[config.mk]
export PLATFORM = sky130hd
export DESIGN_NAME = gpio_debounce
export DESIGN_NICKNAME = d
export VERILOG_FILES = /design/src/rtl/gpdb_pkg.sv /design/src/rtl/gpdb_sync.sv /design/src/rtl/gpdb_prescaler.sv /design/src/rtl/gpdb_regs.sv /design/src/rtl/gpdb_line.sv /design/src/rtl/gpio_debounce.sv
export SDC_FILE = /design/constraint.sdc
export NUM_CORES = 1
export LEC_CHECK = 0
export BUFFER_PORTS_ARGS = -buffer_cell sky130_fd_sc_hd__buf_2
export CAP_MARGIN = 10
export CORE_ASPECT_RATIO = 1.5
export CORE_UTILIZATION = 55
export DETAILED_ROUTE_END_ITERATION = 6
export PLACE_DENSITY_LB_ADDON = 0.12
export SETUP_SLACK_MARGIN = 0.4
export SYNTH_ARGS = -nofsm -noshare
export SYNTH_HDL_FRONTEND = slang
export SYNTH_SLANG_ARGS = --single-unit
[constraint.sdc]
create_clock -name clk -period 7.1 [get_ports clk]
set_input_delay 1.065 -clock clk [delete_from_list [all_inputs] [get_ports clk]]
set_output_delay 1.065 -clock clk [all_outputs]
set_load 0.02 [all_outputs]
[src/rtl/gpdb_pkg.sv]
package gpdb_pkg;
    localparam int unsigned ADDR_W = 8;

    localparam logic [ADDR_W-1:0] OFS_RAW = 8'h04;
    localparam logic [ADDR_W-1:0] OFS_EN  = 8'h40;
    localparam logic [ADDR_W-1:0] OFS_PRE = 8'h44;

    typedef enum logic {
        DB_SETTLED = 1'b0,
        DB_PENDING = 1'b1
    } db_state_e;
endpackage

[src/rtl/gpdb_sync.sv]
module gpdb_sync #(
    parameter int unsigned WIDTH  = 32,
    parameter int unsigned STAGES = 2
) (
    input  logic             clk,
    input  logic             rst_n,
    input  logic [WIDTH-1:0] d,
    output logic [WIDTH-1:0] q
);
    logic [WIDTH-1:0] stage_q [STAGES];

    always_ff @(posedge clk or negedge rst_n) begin
        if (!rst_n) begin
            stage_q[0] <= '0;
        end else begin
            stage_q[0] <= d;
        end
    end

    for (genvar s = 1; s < STAGES; s++) begin : g_stage
        always_ff @(posedge clk or negedge rst_n) begin
            if (!rst_n) begin
                stage_q[s] <= '0;
            end else begin
                stage_q[s] <= stage_q[s-1];
            end
        end
    end

    assign q = stage_q[STAGES-1];
endmodule

[src/rtl/gpdb_prescaler.sv]
module gpdb_prescaler #(
    parameter int unsigned PRE_W = 24
) (
    input  logic             clk,
    input  logic             rst_n,
    input  logic [PRE_W-1:0] pre_val,
    input  logic             restart,
    output logic             tick
);
    logic [PRE_W-1:0] cnt_q;
    logic [PRE_W-1:0] limit;

    // Values 0 and 1 both mean a tick on every cycle
    assign limit = (pre_val <= PRE_W'(1)) ? '0 : pre_val - PRE_W'(1);
    assign tick  = (cnt_q == limit);

    always_ff @(posedge clk or negedge rst_n) begin
        if (!rst_n) begin
            cnt_q <= '0;
        end else if (restart || tick) begin
            cnt_q <= '0;
        end else begin
            cnt_q <= cnt_q + PRE_W'(1);
        end
    end
endmodule

[src/rtl/gpdb_regs.sv]
module gpdb_regs
    import gpdb_pkg::*;
#(
    parameter int unsigned NUM_LINES = 32,
    parameter int unsigned DATA_W    = 32,
    parameter int unsigned PRE_W     = 24
) (
    input  logic                 clk,
    input  logic                 rst_n,
    input  logic                 wr_en,
    input  logic [ADDR_W-1:0]    wr_addr,
    input  logic [DATA_W-1:0]    wr_data,
    input  logic [ADDR_W-1:0]    rd_addr,
    input  logic [NUM_LINES-1:0] raw_sync,
    output logic [DATA_W-1:0]    rd_data,
    output logic [NUM_LINES-1:0] en_q,
    output logic [PRE_W-1:0]     pre_q,
    output logic                 pre_wr
);
    logic unused_wr_hi;
    assign unused_wr_hi = ^wr_data[DATA_W-1:PRE_W];

    assign pre_wr = wr_en && (wr_addr == OFS_PRE);

    always_ff @(posedge clk or negedge rst_n) begin
        if (!rst_n) begin
            en_q  <= '0;
            pre_q <= '0;
        end else begin
            if (wr_en && (wr_addr == OFS_EN)) begin
                en_q <= wr_data[NUM_LINES-1:0];
            end
            if (pre_wr) begin
                pre_q <= wr_data[PRE_W-1:0];
            end
        end
    end

    always_comb begin
        case (rd_addr)
            OFS_RAW: rd_data = DATA_W'(raw_sync);
            OFS_EN:  rd_data = DATA_W'(en_q);
            OFS_PRE: rd_data = DATA_W'(pre_q);
            default: rd_data = '0;
        endcase
    end
endmodule

[src/rtl/gpdb_line.sv]
module gpdb_line
    import gpdb_pkg::*;
(
    input  logic clk,
    input  logic rst_n,
    input  logic en,
    input  logic tick,
    input  logic sample,
    output logic filt
);
    db_state_e state_q, state_d;
    logic      filt_q;
    logic      commit;

    always_ff @(posedge clk or negedge rst_n) begin
        if (!rst_n) begin
            state_q <= DB_SETTLED;
        end else begin
            state_q <= state_d;
        end
    end

    always_comb begin
        state_d = state_q;
        commit  = 1'b0;
        unique case (state_q)
            DB_SETTLED: begin
                if (en && tick && (sample != filt_q)) begin
                    state_d = DB_PENDING;
                end
            end
            DB_PENDING: begin
                if (!en) begin
                    state_d = DB_SETTLED;
                end else if (tick) begin
                    state_d = DB_SETTLED;
                    commit  = (sample != filt_q);
                end
            end
            default: state_d = DB_SETTLED;
        endcase
    end

    always_ff @(posedge clk or negedge rst_n) begin
        if (!rst_n) begin
            filt_q <= 1'b0;
        end else if (!en) begin
            filt_q <= sample;
        end else if (commit) begin
            filt_q <= ~filt_q;
        end
    end

    assign filt = en ? filt_q : sample;
endmodule

[src/rtl/gpio_debounce.sv]
module gpio_debounce
    import gpdb_pkg::*;
#(
    parameter int unsigned NUM_LINES   = 32,
    parameter int unsigned DATA_W      = 32,
    parameter int unsigned PRE_W       = 24,
    parameter int unsigned SYNC_STAGES = 2
) (
    input  logic                 clk,
    input  logic                 rst_n,
    input  logic [NUM_LINES-1:0] pin_in,
    input  logic                 wr_en,
    input  logic [ADDR_W-1:0]    wr_addr,
    input  logic [DATA_W-1:0]    wr_data,
    input  logic [ADDR_W-1:0]    rd_addr,
    output logic [DATA_W-1:0]    rd_data,
    output logic [NUM_LINES-1:0] filt_out
);
    logic [NUM_LINES-1:0] sync_q;
    logic [NUM_LINES-1:0] en_q;
    logic [PRE_W-1:0]     pre_q;
    logic                 pre_wr;
    logic                 tick;

    gpdb_sync #(.WIDTH(NUM_LINES), .STAGES(SYNC_STAGES)) u_sync (
        .clk(clk), .rst_n(rst_n), .d(pin_in), .q(sync_q)
    );

    gpdb_regs #(.NUM_LINES(NUM_LINES), .DATA_W(DATA_W), .PRE_W(PRE_W)) u_regs (
        .clk(clk), .rst_n(rst_n), .wr_en(wr_en), .wr_addr(wr_addr),
        .wr_data(wr_data), .rd_addr(rd_addr), .raw_sync(sync_q),
        .rd_data(rd_data), .en_q(en_q), .pre_q(pre_q), .pre_wr(pre_wr)
    );

    gpdb_prescaler #(.PRE_W(PRE_W)) u_pre (
        .clk(clk), .rst_n(rst_n), .pre_val(pre_q), .restart(pre_wr), .tick(tick)
    );

    for (genvar i = 0; i < NUM_LINES; i++) begin : g_line
        gpdb_line u_line (
            .clk(clk), .rst_n(rst_n), .en(en_q[i]), .tick(tick),
            .sample(sync_q[i]), .filt(filt_out[i])
        );
    end
endmodule

======== Yosys cells after proc, flatten, opt, wreduce, memory -nomap -nowiden ========
Cells that the tools add are included.
word-level totals
  register bits after elaboration ......... 208
  input bits .............................. 83
  word-level logic and storage cells ...... 565
cells by class
  $add $sub $neg .......................... 2
  muxes and demuxes ....................... 292
  reductions and logical operators ........ 67
  bitwise gates (word level) .............. 64
  equal/unequal tests ..................... 70
  magnitude comparators ................... 1
operators with widths
  operator                                               count
  2-to-1 mux 1 bit                                       257
  case mux 32 bit (3 select lines)                       1
  logical AND 1 bit                                      66
  inequality test 2 x 1 -> 1 bit, second input constant  32
  inverter 1 bit                                         64
  case mux 1 bit (2 select lines)                        32
  2-to-1 mux 24 bit                                      2
  == test 8 x 7 -> 1 bit, second input constant          4
  inequality test 1 bit                                  32
  adder 24 x 1 -> 24 bit, second input constant          1
  == test 24 bit                                         1
  <= comparator 24 x 1 -> 1 bit, second input constant   1
  subtractor 24 x 1 -> 24 bit, second input constant     1
  == test 8 x 3 -> 1 bit, second input constant          1
  logical OR 1 bit                                       1

======== Depth between registers and ports, before layout ========
  depth after elaboration ................. 8
  depth in mapped cells ................... 14
  gate-level depth less buffers ........... 11

======== Hierarchy ========
From an unflattened synthesis, not the netlist that was laid out.
unflattened totals
  cells, all modules ...................... 906
  area total of the unflattened synthesis .. 10796.6 µm²
by module, submodules not included
  module          cells each  seq. area each (µm²)  times used  area an instance (µm²)
  gpdb_line       9           50.0                  32          115.1
  gpdb_regs       230         1401.3                1           2869.0
  gpdb_prescaler  292         600.6                 1           2402.3
  gpdb_sync       96          1601.5                1           1841.8

======== Worst setup path after synthesis ========
No wires, ideal clock.
  path kind ............................... input to output
  from .................................... input rd_addr[6]
  to ...................................... output rd_data[24]
  slack ................................... 3.714 ns
  cell stages on the path ................. 6
  arrival time ............................ 2.321 ns
  data required time ...................... 6.035 ns
  buffers on the path ..................... 3
  cell sequence ........................... clkbuf_1 -> nor2b_1 -> clkbuf_1 -> clkbuf_1 -> a22oi_1 -> nor2_1
between the ends
  word-level cells in the longest chain between the ends .. 2
RTL lines
  what                                                                     RTL line             source
  start, declared                                                          gpio_debounce.sv:15  input logic [ADDR_W-1:0] rd_addr,
  == test 8 x 7 -> 1 bit / == test 8 x 3 -> 1 bit (equally long branches)  gpdb_regs.sv:40      case (rd_addr)
  case mux 32 bit (3 select lines) *                                       gpdb_regs.sv:40
  end, declared                                                            gpio_debounce.sv:16  output logic [DATA_W-1:0] rd_data,
Every way passes the cells marked *; elsewhere a longest branch is shown, timed or not.

======== Final worst setup path ========
  from .................................... register u_regs.pre_q[11]
  to ...................................... register g_line[22].u_line.state_q
between the ends
  word-level cells in the longest chain between the ends .. 7
RTL lines
  what                                                                                 RTL line              source
  start, declared                                                                      gpdb_regs.sv:17       output logic [PRE_W-1:0] pre_q,
  start signal, assigned                                                               gpdb_regs.sv:34       pre_q <= wr_data[PRE_W-1:0];
  subtractor 24 x 1 -> 24 bit / <= comparator 24 x 1 -> 1 bit (equally long branches)  gpdb_prescaler.sv:14  assign limit = (pre_val <= PRE_W'(1)) ? '0 : pre_val - PRE_W'(1);
  2-to-1 mux 24 bit *                                                                  gpdb_prescaler.sv:14
  == test 24 bit *                                                                     gpdb_prescaler.sv:15  assign tick = (cnt_q == limit);
  logical AND 1 bit (2 in a row)                                                       gpdb_line.sv:28       if (en && tick && (sample != filt_q)) begin
  2-to-1 mux 1 bit                                                                     gpdb_line.sv:28
  case mux 1 bit (2 select lines) *                                                    gpdb_line.sv:26       unique case (state_q)
  named net g_line[22].u_line.state_d                                                  gpdb_line.sv:11       db_state_e state_q, state_d;
  end signal, assigned                                                                 gpdb_line.sv:19       state_q <= state_d;
  end, declared                                                                        gpdb_line.sv:11
Mark *: on every way through the listed nets, which the timed path passes. The rest lies on a longest branch.
A chain may end at the register's enable or synchronous reset.

==> impl_summary.md <==
Floorplanning
The initial utilization of the core area, before any placement, comes to 56.3%. The die footprint is a little over 20,000 sq um. The die boundary height is between 150 and 200 microns. From left edge to right edge, the die measures roughly 120 microns. The count of boundary I/O pins is 147. Row generation in the floorplan step produced 62 rows. The area of the core is just under 20,000 sq um.

GRT
The first global-routing pass estimated between 40 and 50 mm of wire. The number of global-route vias before repair is around 8,000. For this run, the total global-route usage over all layers was measured as between 20% and 30%.

The global-route congestion overflow total is 0. The initial antenna violation count is 1. Entering global routing, the biggest net connects 131 pins.

Clocking
The number of buffers added by the clock tree synthesis step is 21. Once the clock tree was built, the resizer swapped 0 gates to a different size. The number of clock sinks is about 210. No sink is reached through more buffers than the 3 on the longest clock path. TritonCTS built the clock tree. Clock-pin slew was measured on the worst setup and hold paths at about 0.06 ns. The H-tree level count is 1. The number of hold buffers added after cts is 0.

The root buffer cell chosen for the clock tree is clkbuf_16. The count of buffers added by post-CTS timing repair for setup is 0. The clock network latency to the later pin of the worst-skew pair is about 0.51 ns.

Layout
Cells fill approximately 63% of the core in the end. The final layout contains ~1,200 nets. The repair_antennas step left the layout with diodes totalling 0. The layout cell share with drive strength beyond 1 is 26.2%.

Relative to the synthesized area, the layout overhead comes to 12.5%.

Timing
Across the routed clock network, the largest skew measured is just over 0.02 ns. Hold is met by ~0.35 ns. For the pin with the worst max-slew slack, the measured transition is roughly 1 ns. The worst-case headroom to the max-slew limit is a little over a third. Of the available clock period, the critical path in the final layout requires a little over three fifths. The setup violation total in the final timing report is 0.

The number of pins with negative max-slew slack in the final report is 0. The clock period minus worst slack is between 4 and 5 ns. The count of endpoints failing hold in the final timing report was 0. The post-route setup TNS is 0 ns. The top achievable clock speed is 224 MHz. Setup repair after global routing left no endpoint under its margin.

Synth
The share of synthesized area in the top cell type comes to around half. The number of flops mapped to enable cells by yosys is 0. The synthesized area is 10,800 sq um. The number of synthesized register bits is roughly 210. Sorting the synthesized cells by how often they occur yields dfrtp_1, mux2_2, nand2_1. The number of nets in the synthesized netlist is 1,095. The share of synthesized flip-flops with an asynchronous set or reset is 100%.

Among all flip-flop cells after synthesis, the most frequent one is dfrtp_1. The sequential fraction of the synthesis area is 48.0%. The distinct cell type count after synthesis is 66. After synthesis, the cell types taking the most area are dfrtp_1, mux2_2, xor2_1, and3_1, xnor2_1.

The average instance area after synthesis is 10.7 sq um. The synthesized netlist cell count is 1,009. Yosys printed 0 warnings. The top cell type by total area after synthesis is dfrtp_1. In the post-synthesis netlist, the cell with the most instances is dfrtp_1.

Setup path
STA classifies the critical path startpoint as a flop. The critical path goes through nor4_4, nand4_1, or4_1, xor2_1, xnor2_1, nor3_1, o32a_2, nand2_2, buf_4, mux2i_1. The slowest stage of the critical path belongs to the cell or4_1. The data arrival time of the worst path is 4.88 ns.

The count of buffering cells on the critical path with inverters included is 1. The critical path is of the reg -> reg type. In this design, the largest share of critical-path delay is due to simple AND/OR/NAND/NOR gates. The required time of the critical path is about 7.5 ns.

The worst setup path is captured at a flop. The largest incremental delay on the critical path is about 0.60 ns. Of all nets on the critical path, the largest fanout is 33.

Routing
The count of nets left with antenna violations once routing finished came out at 0. Using the TritonRoute via totals, the vias-per-cell ratio works out to 5.89. The first TritonRoute pass finished after 4 iterations. After detailed routing, the average wire length per cell comes to approximately 19 microns. The count of vias placed by the detailed router is 8,086. After the first detailed-routing iteration, the DRC count stood at about 570. In the routed design, unresolved DRC markers number 0.

The final wirelength is between 20 and 30 mm.

Pwr
In this run the power spent charging and discharging nets is roughly 920 uW. The analysis attributes to cell leakage a power of 0.00597 uW. The sequential cell fraction of total power is approximately 44%. The combinational group share of total power is roughly 20%. The power density of the placed cells is 253 nW/um^2.

The share of total power dissipated in the clock network is a little over a third. The internal power is roughly 2200 uW. The worst-case IR drop observed on VDD is 0.000212 V.

Of the total power, the share spent switching nets is 29.8%.

Outcome
The run finished with clean final reports.

Place
The weighted congestion at the end of routability-driven global placement is slightly below 1. The count of buffers inserted at the top-level ports is 146. Once detailed placement completed, the half-perimeter wirelength came to roughly 16 mm.

Hold path
The path class of the lowest-slack min-delay path is reg -> reg.

Flow run
The number of max-capacitance violations reported is 0.
==> metrics by stage <==
step	setup WS, ns	total power (uW)	area [sq um]	instances
floorplan	3.71	1830	10800	1009
global placement	2.78	1980	11500	1337
detailed placement	2.64	1990	11500	1337
CTS	2.61	3120	12200	1373
global route	2.24	3240	12200	1373
finish	2.64	3090	12200	1373
==> layout by cell type (no fill, tap or decap), types with 21 or more instances in the layout <==
master / synthesis / routed
and3_1: 54 / 54
dfrtp_1: 208 / 208
nor2_1: 55 / 54
a41oi_1: 28 / 28
a21o_1: 28 / 28
mux2i_1: 32 / 32
nand2_1: 84 / 84
clkbuf_16: 0 / 21
nor2b_1: 30 / 29
buf_2: 8 / 145
o21ai_0: 22 / 22
xnor2_1: 37 / 37
nand3b_1: 29 / 29
mux2_2: 84 / 84
a22oi_1: 32 / 32
xor2_1: 44 / 44
==> cells by family (layout without fill, tap and decap cells) <==
group | Yosys count | after routing | synth area share, %
simple gates | 335 | 335 | 17.1
mux | 117 | 117 | 11.8
buf+inv | 98 | 206 | 4.94
xor+xnor | 82 | 82 | 6.75
fa+ha+maj | 3 | 3 | 0.346
flops | 208 | 208 | 48.0
compound gates | 166 | 166 | 11.0
==> flip-flops by register name (all words and copies together) (netlist names) <==
name	cells
u_pre.cnt_q	24
u_regs.en_q	32
g_line.u_line.filt_q	32
u_sync.stage_q	32
g_line.u_line.state_q	32
u_regs.pre_q	24
u_sync.q	32
==> cell type report <==
| class | count | area (sq um) |
|---|---|---|
| well taps | 256 | 320 |
| repair buffers | 156 | 816 |
| fillers | 1673 | 7050 |
| flip-flops and latches | 208 | 5200 |
| multi-input cells | 703 | 5110 |
| clock buffers | 28 | 592 |
| inverters | 14 | 52.6 |
| clock inverters | 8 | 96.3 |
==> final timing paths <==
| path | cells after the start | to | start | slack, ns |
|---|---|---|---|---|
| worst max-delay path | 10 | g_line[22].u_line.state_q | u_regs.pre_q[11] | 2.64 |
| worst min-delay path | 0 | u_sync.q[29] | u_sync.stage_q[61] | 0.35 |
| worst min register to register | 0 | u_sync.q[29] | u_sync.stage_q[61] | 0.35 |
| min in group asynchronous | 1 | u_sync.q[15] | rst_n | 0.68 |
| worst max register to register | 10 | g_line[22].u_line.state_q | u_regs.pre_q[11] | 2.64 |
| max in group asynchronous | 2 | u_sync.q[0] | rst_n | 4.82 |
==> routing by layer <==
| layer | track usage (%) | wire, microns | share of wire (%) |
|---|---|---|---|
| met5 | 0 | 13 | 0.051 |
| met4 | 9.81 | 708 | 2.8 |
| met3 | 2.89 | 1030 | 4.1 |
| met2 | 43.6 | 12900 | 51 |
| met1 | 34.2 | 10800 | 42 |
==> power groups by stage <==
stage | sequential [uW] | combinational, uW | clock [uW]
6_report | 1370 | 603 | 1120
4_1_cts | 1370 | 605 | 1140
5_1_grt | 1380 | 664 | 1190
3_3_place_gp | 1380 | 599 | 0
2_1_floorplan | 1340 | 486 | 0
3_5_place_dp | 1390 | 605 | 0
(Power assumes the default switching activity.)
